[src/rtl/irq_cascade_ctl.sv]
module irq_cascade_ctl #(
  parameter logic [7:0] UP_STAT_PORT = 8'h20,
  parameter logic [7:0] UP_EN_PORT   = 8'h21,
  parameter logic [7:0] DN_STAT_PORT = 8'hA0,
  parameter logic [7:0] DN_EN_PORT   = 8'hA1,
  parameter int         LINK_BIT     = 2
) (
  input  logic       clk,
  input  logic       rst,
  input  logic [7:0] io_addr,
  input  logic       io_wr,
  input  logic [7:0] io_wdata,
  input  logic       io_rd,
  output logic [7:0] io_rdata,
  input  logic [7:0] up_req,
  input  logic [7:0] dn_req,
  output logic       cpu_irq
);
  localparam logic [7:0] LINK_MASK = 8'(1 << LINK_BIT);

  logic [7:0] up_en, dn_en;
  logic [7:0] up_s1, up_s2, dn_s1, dn_s2;
  logic [7:0] up_stat, dn_stat;
  logic       dn_any;

  always_ff @(posedge clk) begin
    if (rst) begin
      up_en <= '0;
      dn_en <= '0;
    end else if (io_wr) begin
      if (io_addr == UP_EN_PORT) up_en <= io_wdata;
      if (io_addr == DN_EN_PORT) dn_en <= io_wdata;
    end
  end

  always_ff @(posedge clk) begin
    if (rst) begin
      up_s1 <= '0; up_s2 <= '0;
      dn_s1 <= '0; dn_s2 <= '0;
    end else begin
      up_s1 <= up_req & ~LINK_MASK;
      up_s2 <= up_s1;
      dn_s1 <= dn_req;
      dn_s2 <= dn_s1;
    end
  end

  assign dn_any = |dn_stat;

  always_ff @(posedge clk) begin
    if (rst) begin
      up_stat <= '0;
      dn_stat <= '0;
    end else begin
      dn_stat <= dn_s2 & dn_en;
      up_stat <= (up_s2 | (dn_any ? LINK_MASK : 8'h00)) & up_en;
    end
  end

  assign cpu_irq = |up_stat;

  always_comb begin
    io_rdata = 8'h00;
    if (io_rd) begin
      if (io_addr == UP_STAT_PORT)      io_rdata = up_stat;
      else if (io_addr == DN_STAT_PORT) io_rdata = dn_stat;
    end
  end
endmodule

[config.mk]
export PLATFORM = sky130hd
export DESIGN_NAME = irq_cascade_ctl
export DESIGN_NICKNAME = d
export VERILOG_FILES = /design/src/rtl/irq_cascade_ctl.sv
export SDC_FILE = /design/constraint.sdc
export NUM_CORES = 1
export LEC_CHECK = 0
export BUFFER_PORTS_ARGS = -buffer_cell sky130_fd_sc_hd__buf_2
export CORE_MARGIN = 2
export CORE_UTILIZATION = 25
export DETAILED_ROUTE_END_ITERATION = 10
export PLACE_DENSITY = 0.4
export SETUP_SLACK_MARGIN = 0.4
export SYNTH_ARGS = -nofsm -noshare
export SYNTH_HDL_FRONTEND = slang
export SYNTH_SLANG_ARGS = --single-unit
[constraint.sdc]
create_clock -name clk -period 2.7 [get_ports clk]
set_input_delay 0 -clock clk [delete_from_list [all_inputs] [get_ports clk]]
set_output_delay 0 -clock clk [all_outputs]
set_load 0.005 [all_outputs]
==> results of run 1 <==
-- cell usage after synthesis --
master	n
dfxtp_1	62
nor2b_1	30
nand2b_1	24
nor2_1	23
mux2i_1	16
nand2_1	16
a22oi_1	8
clkbuf_1	7
nor4_1	4
a21oi_1	1
and4_1	1
and4bb_1	1
buf_2	1
buf_6	1
nand3b_1	1
nand4_4	1
nor3_2	1
nor4b_4	1
-- registers in the layout, indices dropped and copies added, names as in the netlist --
name and count:
up_stat 8, up_en 8, up_s1 7, dn_en 8
dn_s2 8, dn_stat 8, up_s2 7, dn_s1 8
-- layout make-up --
class / count / area share, %
repair buffers: 67 / 16.6
clock inverters: 3 / 0.536
well taps: 105 / 4.69
multi-input cells: 128 / 29.2
flip-flops and latches: 62 / 44.3
clock buffers: 10 / 4.56
-- stage by stage --
step	instances	power (uW)	util, %
final	375	1660	34.2
after global routing	375	1750	34.2
after CTS	375	1700	34.2
after detailed placement	339	1040	29.7
after global placement	339	1040	29.7
after floorplan	199	999	-
-- critical path, stage by stage --
cell	delay, ps
buf_2	120
nor4b_4	520
and4_1	660
mux2i_1	250
-- path summary, 6_finish.rpt --
path | from | cells after the start | endpoint
worst min register to register | dn_s2[1] | 2 | dn_stat[1]
worst max register to register | dn_stat[5] | 2 | up_stat[2]
worst max-delay path | io_addr[4] | 4 | up_en[0]
worst min-delay path | io_addr[0] | 3 | dn_en[1]
-- kinds of logic after synthesis --
logic type             after synthesis  synth area share, %
AOI/OAI and AO/OA                    9                 3.10
buffers and inverters                9                 2.02
DFF                                 62                 59.0
muxes                               16                 7.62
and+or+nand+nor                    103                 28.2
-- power groups by stage --
stage,Clock [uW],Combinational [uW],Sequential [uW]
2_1_floorplan,0,39.6,959
3_3_place_gp,0,75.4,961
3_5_place_dp,0,75.8,961
4_1_cts,658,101,941
5_1_grt,695,111,942
6_report,624,99.0,941
-- per-layer routing --
metal,wire length [um],track usage (%),vias to the layer above
met5,0,0,-
met3,234,3.13,10
met2,1610,14.2,40
li1,-,-,779
met1,2020,11.9,656
met4,132,8.21,0
-- what timing repair did --
action                                 CTS  global route
hold buffers                            23             0
resized for setup                        0             0
setup buffers                            0             0
endpoints found under the hold margin   31             0
==> reports/metrics.cfg, run 1 <==
[status]
outcome = completed

[drt]
wl_per_cell_um = 10.6
route.detailed.drc = 0
antenna_left = 0
drtIter0Drc = 44
detail_route.first_pass.iterations = 4
routed_wl_um = 3990
viasPerCell = 3.96
via_count = 1485

[layout]
final_cell_mix = dfxtp_1, buf_2, nor2b_1
nets = 304
seqCellArea_mm2 = 0.00124
mostFrequentLayoutCell = dfxtp_1
drive_above_1_share_pct = 21.9
synthToLayoutAreaGrowth_pct = 33.2
n_antenna_cell = 0
design_area_mm2 = 0.00280
multi_input_area_um2 = 818
nFillCells = 877

[global_route]
grt_pass1_wl_um = 6520
grt_max_degree = 43
gr-total-overflow = 0
grt_pass1_vias = 1445
antenna_found_initial = 0
track_usage_pct = 9.84

[synth]
synth_top_area_share_pct = 59.0
synth_area_leaders = dfxtp_1, nor2b_1, mux2i_1
syn_nets = 235
avgSynthCellArea_um2 = 10.6
synth_top_area_cell = dfxtp_1
ys_seq_area_share_pct = 59.0
ys_ff_latch = 62
yosysWarnings = 0
netlist_area_mm2 = 0.00210
syn_inst = 199
synth.distinct_cells = 18

[setup_path]
rrSetupSlack_ps = 1840
cp.arrival_ps = 1550
path_max_fanout = 9
worstSetupPathType = primary input to flop
end_kind = flop
required_ps = 2960
cp-start-kind = primary input

[power]
p_int_uw = 1310
clockPowerShare_pct = 37.5
pwr-share-comb_pct = 6.0
pwr-share-seq_pct = 56.5
leakage_uw = 0.00115
switching_share_pct = 21.3
power_density_mw_per_mm2 = 594
switchingPower_uw = 354
vdd_ir_drop_max_v = 0.000174

[sta]
fin_skew_ps = 6.82
setup_viol = 0
layout_setup_ws_ps = 1410
fmax_mhz = 773
worst_pin_slew_ps = 595
drv_slew = 0
max_slew_margin_pct = 60.3
rsz0062_at_grt = false
hold_violations = 0
period_minus_slack_ps = 1290
period_share_pct = 47.9
setup_tns_ps = 0
timing.hold.ws_ps = 101

[floorplan]
start_util_pct = 25.7
die_h_um = 95.7
fp-row-count = 33
io_pins = 45
die_area_mm2 = 0.00916
core_region_area_mm2 = 0.00818
die_x_um = 95.7

[clock_tree]
h-tree-depth = 3
root_buffer = clkbuf_8
clk_latency_ps = 330
cts.clk_slew.worst_paths_ps = 60
cts.sinks = 62
cts_tree = done
cts_buffers = 9
cts.path.max_buffers = 2

[flow_run]
drv_cap = 0

[placed_design]
io_buffers = 43
post_dp_cell_area_mm2 = 0.00243
dpl.hpwl_um = 2680
gp_congestion = 0.692
dp_slack_ps = 1050

[min_path]
hold_class = primary input to flop

Note: power is estimated with default switching activity, not from simulation.
==> run 2: changes to the inputs <==
==> constraint.sdc (replaced) <==
create_clock -name clk -period 1.2 [get_ports clk]
set_input_delay 0 -clock clk [delete_from_list [all_inputs] [get_ports clk]]
set_output_delay 0 -clock clk [all_outputs]
set_load 0.005 [all_outputs]
==> reports/metrics.cfg, run 2 (synthesis gave the netlist of run 1 again) <==
[status]
outcome = completed

[drt]
route.detailed.drc = 0  ; unchanged
viasPerCell = 3.95  ; -0.17%
via_count = 1522  ; +2.5%
routed_wl_um = 4100  ; +2.7%
drtIter0Drc = 37  ; -16%
detail_route.first_pass.iterations = 4  ; unchanged
antenna_left = 0  ; unchanged
wl_per_cell_um = 10.6  ; about the same

[layout]
nets = 311  ; +2.3%
drive_above_1_share_pct = 32.9  ; +11 points
synthToLayoutAreaGrowth_pct = 43.4
design_area_mm2 = 0.00301  ; +7.7%
mostFrequentLayoutCell = dfxtp_1
n_antenna_cell = 0  ; unchanged
nFillCells = 856  ; -2.4%
final_cell_mix = dfxtp_1, buf_2, nor2b_1

[floorplan]
fp-row-count = 33  ; unchanged
start_util_pct = 25.7  ; unchanged
core_region_area_mm2 = 0.00818  ; unchanged
io_pins = 45  ; unchanged
die_x_um = 95.7  ; unchanged
die_area_mm2 = 0.00916  ; unchanged
die_h_um = 95.7  ; unchanged

[sta]
worst_pin_slew_ps = 279  ; -317 ps
hold_violations = 0  ; unchanged
period_minus_slack_ps = 1110
fin_skew_ps = 8.18  ; +1.36 ps
max_slew_margin_pct = 81.4  ; +21 points
setup_tns_ps = 0  ; unchanged
period_share_pct = 92.9
fmax_mhz = 897
setup_viol = 0  ; unchanged
rsz0062_at_grt = true
drv_slew = 0  ; unchanged

[clock_tree]
cts_buffers = 9  ; unchanged
cts.path.max_buffers = 2  ; unchanged
clk_latency_ps = 330  ; about the same
cts.sinks = 62  ; unchanged
cts_tree = done
cts.clk_slew.worst_paths_ps = 70  ; about the same
h-tree-depth = 3  ; unchanged
root_buffer = clkbuf_8

[global_route]
antenna_found_initial = 0  ; unchanged
grt_pass1_vias = 1489  ; +3.0%
grt_pass1_wl_um = 6620  ; +1.5%
gr-total-overflow = 0  ; unchanged
track_usage_pct = 9.96  ; +0.12 points
grt_max_degree = 66  ; +53%

[setup_path]
worstSetupPathType = flop to output port
crit_family = simple AND/OR/NAND/NOR gates
path_max_fanout = 2  ; -7
worst_path_largest_cell_delay_ps = 310  ; -350 ps
end_kind = output port
crit_buf_inv = 1  ; unchanged
crit_slowest_cell = dfxtp_1
required_ps = 1200  ; -1760 ps
cp.arrival_ps = 1110  ; -440 ps
crit_path_cell_trace = nor4_1, nand2_1, buf_2
cp-start-kind = flop

[min_path]
hold_class = primary input to flop

[power]
leakage_uw = 0.00123  ; +7.2%
power_density_mw_per_mm2 = 1390  ; +130%
vdd_ir_drop_max_v = 0.000496  ; +180%

[placed_design]
dpl.hpwl_um = 2660  ; -0.76%
gp_congestion = 0.662  ; -4.3%
post_dp_cell_area_mm2 = 0.00247  ; +1.8%
io_buffers = 43  ; unchanged

[flow_run]
drv_cap = 0  ; unchanged

==> run 2: tightest hold or removal path, stage by stage <==
cell    delay, ps
buf_2         110
buf_12        190
nor2_1        110
==> run 2: final timing paths <==
check | start | endpoint | slack [ps] | cells past startpoint
max | up_stat[4] | cpu_irq | 90 | 3
max reg2reg | dn_stat[5] | up_stat[2] | 380 | 2
min reg2reg | dn_s2[7] | dn_stat[7] | 410 | 2
min | rst | dn_stat[2] | 120 | 3
==> run 2: per-stage QoR <==
step	hold WS [ps]	utilization [%]	worst slack (ps)	std cells	power [uW]
3_3_place_gp	212	30.2	103	343	2340
2_1_floorplan	128	-	161	199	2250
4_1_cts	107	36.3	63.8	383	4280
6_report	120	36.9	85.3	385	4190
3_5_place_dp	212	30.2	74.6	343	2340
5_1_grt	120	36.9	4.02	385	4400
==> run 2: area by class of cell <==
cell class | count | area, um2 | share of cell area, %
Tap cell | 105 | 131 | 4.36
Sequential cell | 62 | 1260 | 41.8
Multi-Input combinational cell | 128 | 885 | 29.3
Clock buffer | 11 | 151 | 5.02
Timing Repair Buffer | 74 | 531 | 17.6
Clock inverter | 5 | 57.6 | 1.91
==> run 2: routing by layer <==
layer  part of all wire (%)  global-route usage, %
met5                      0                      0
met4                    1.4                   5.00
met3                    6.5                   5.09
met2                     45                   14.9
met1                     47                   11.7
==> run 2: what timing repair did <==
item,4_1_cts,5_1_grt
setup endpoints to repair,10,18
hold endpoints to repair,31,0
resized for setup,16,9
pin swaps,9,4
hold buffers,23,0
buffers inserted,1,2
==> run 2: power breakdown <==
| part | internal [uW] | total, uW | leakage, uW | switching [uW] |
|---|---|---|---|---|
| Combinational | 145 | 233 | 0.000625 | 88.1 |
| Clock | 1070 | 1840 | 0.0000976 | 777 |
| Sequential | 2100 | 2110 | 0.000512 | 10.1 |
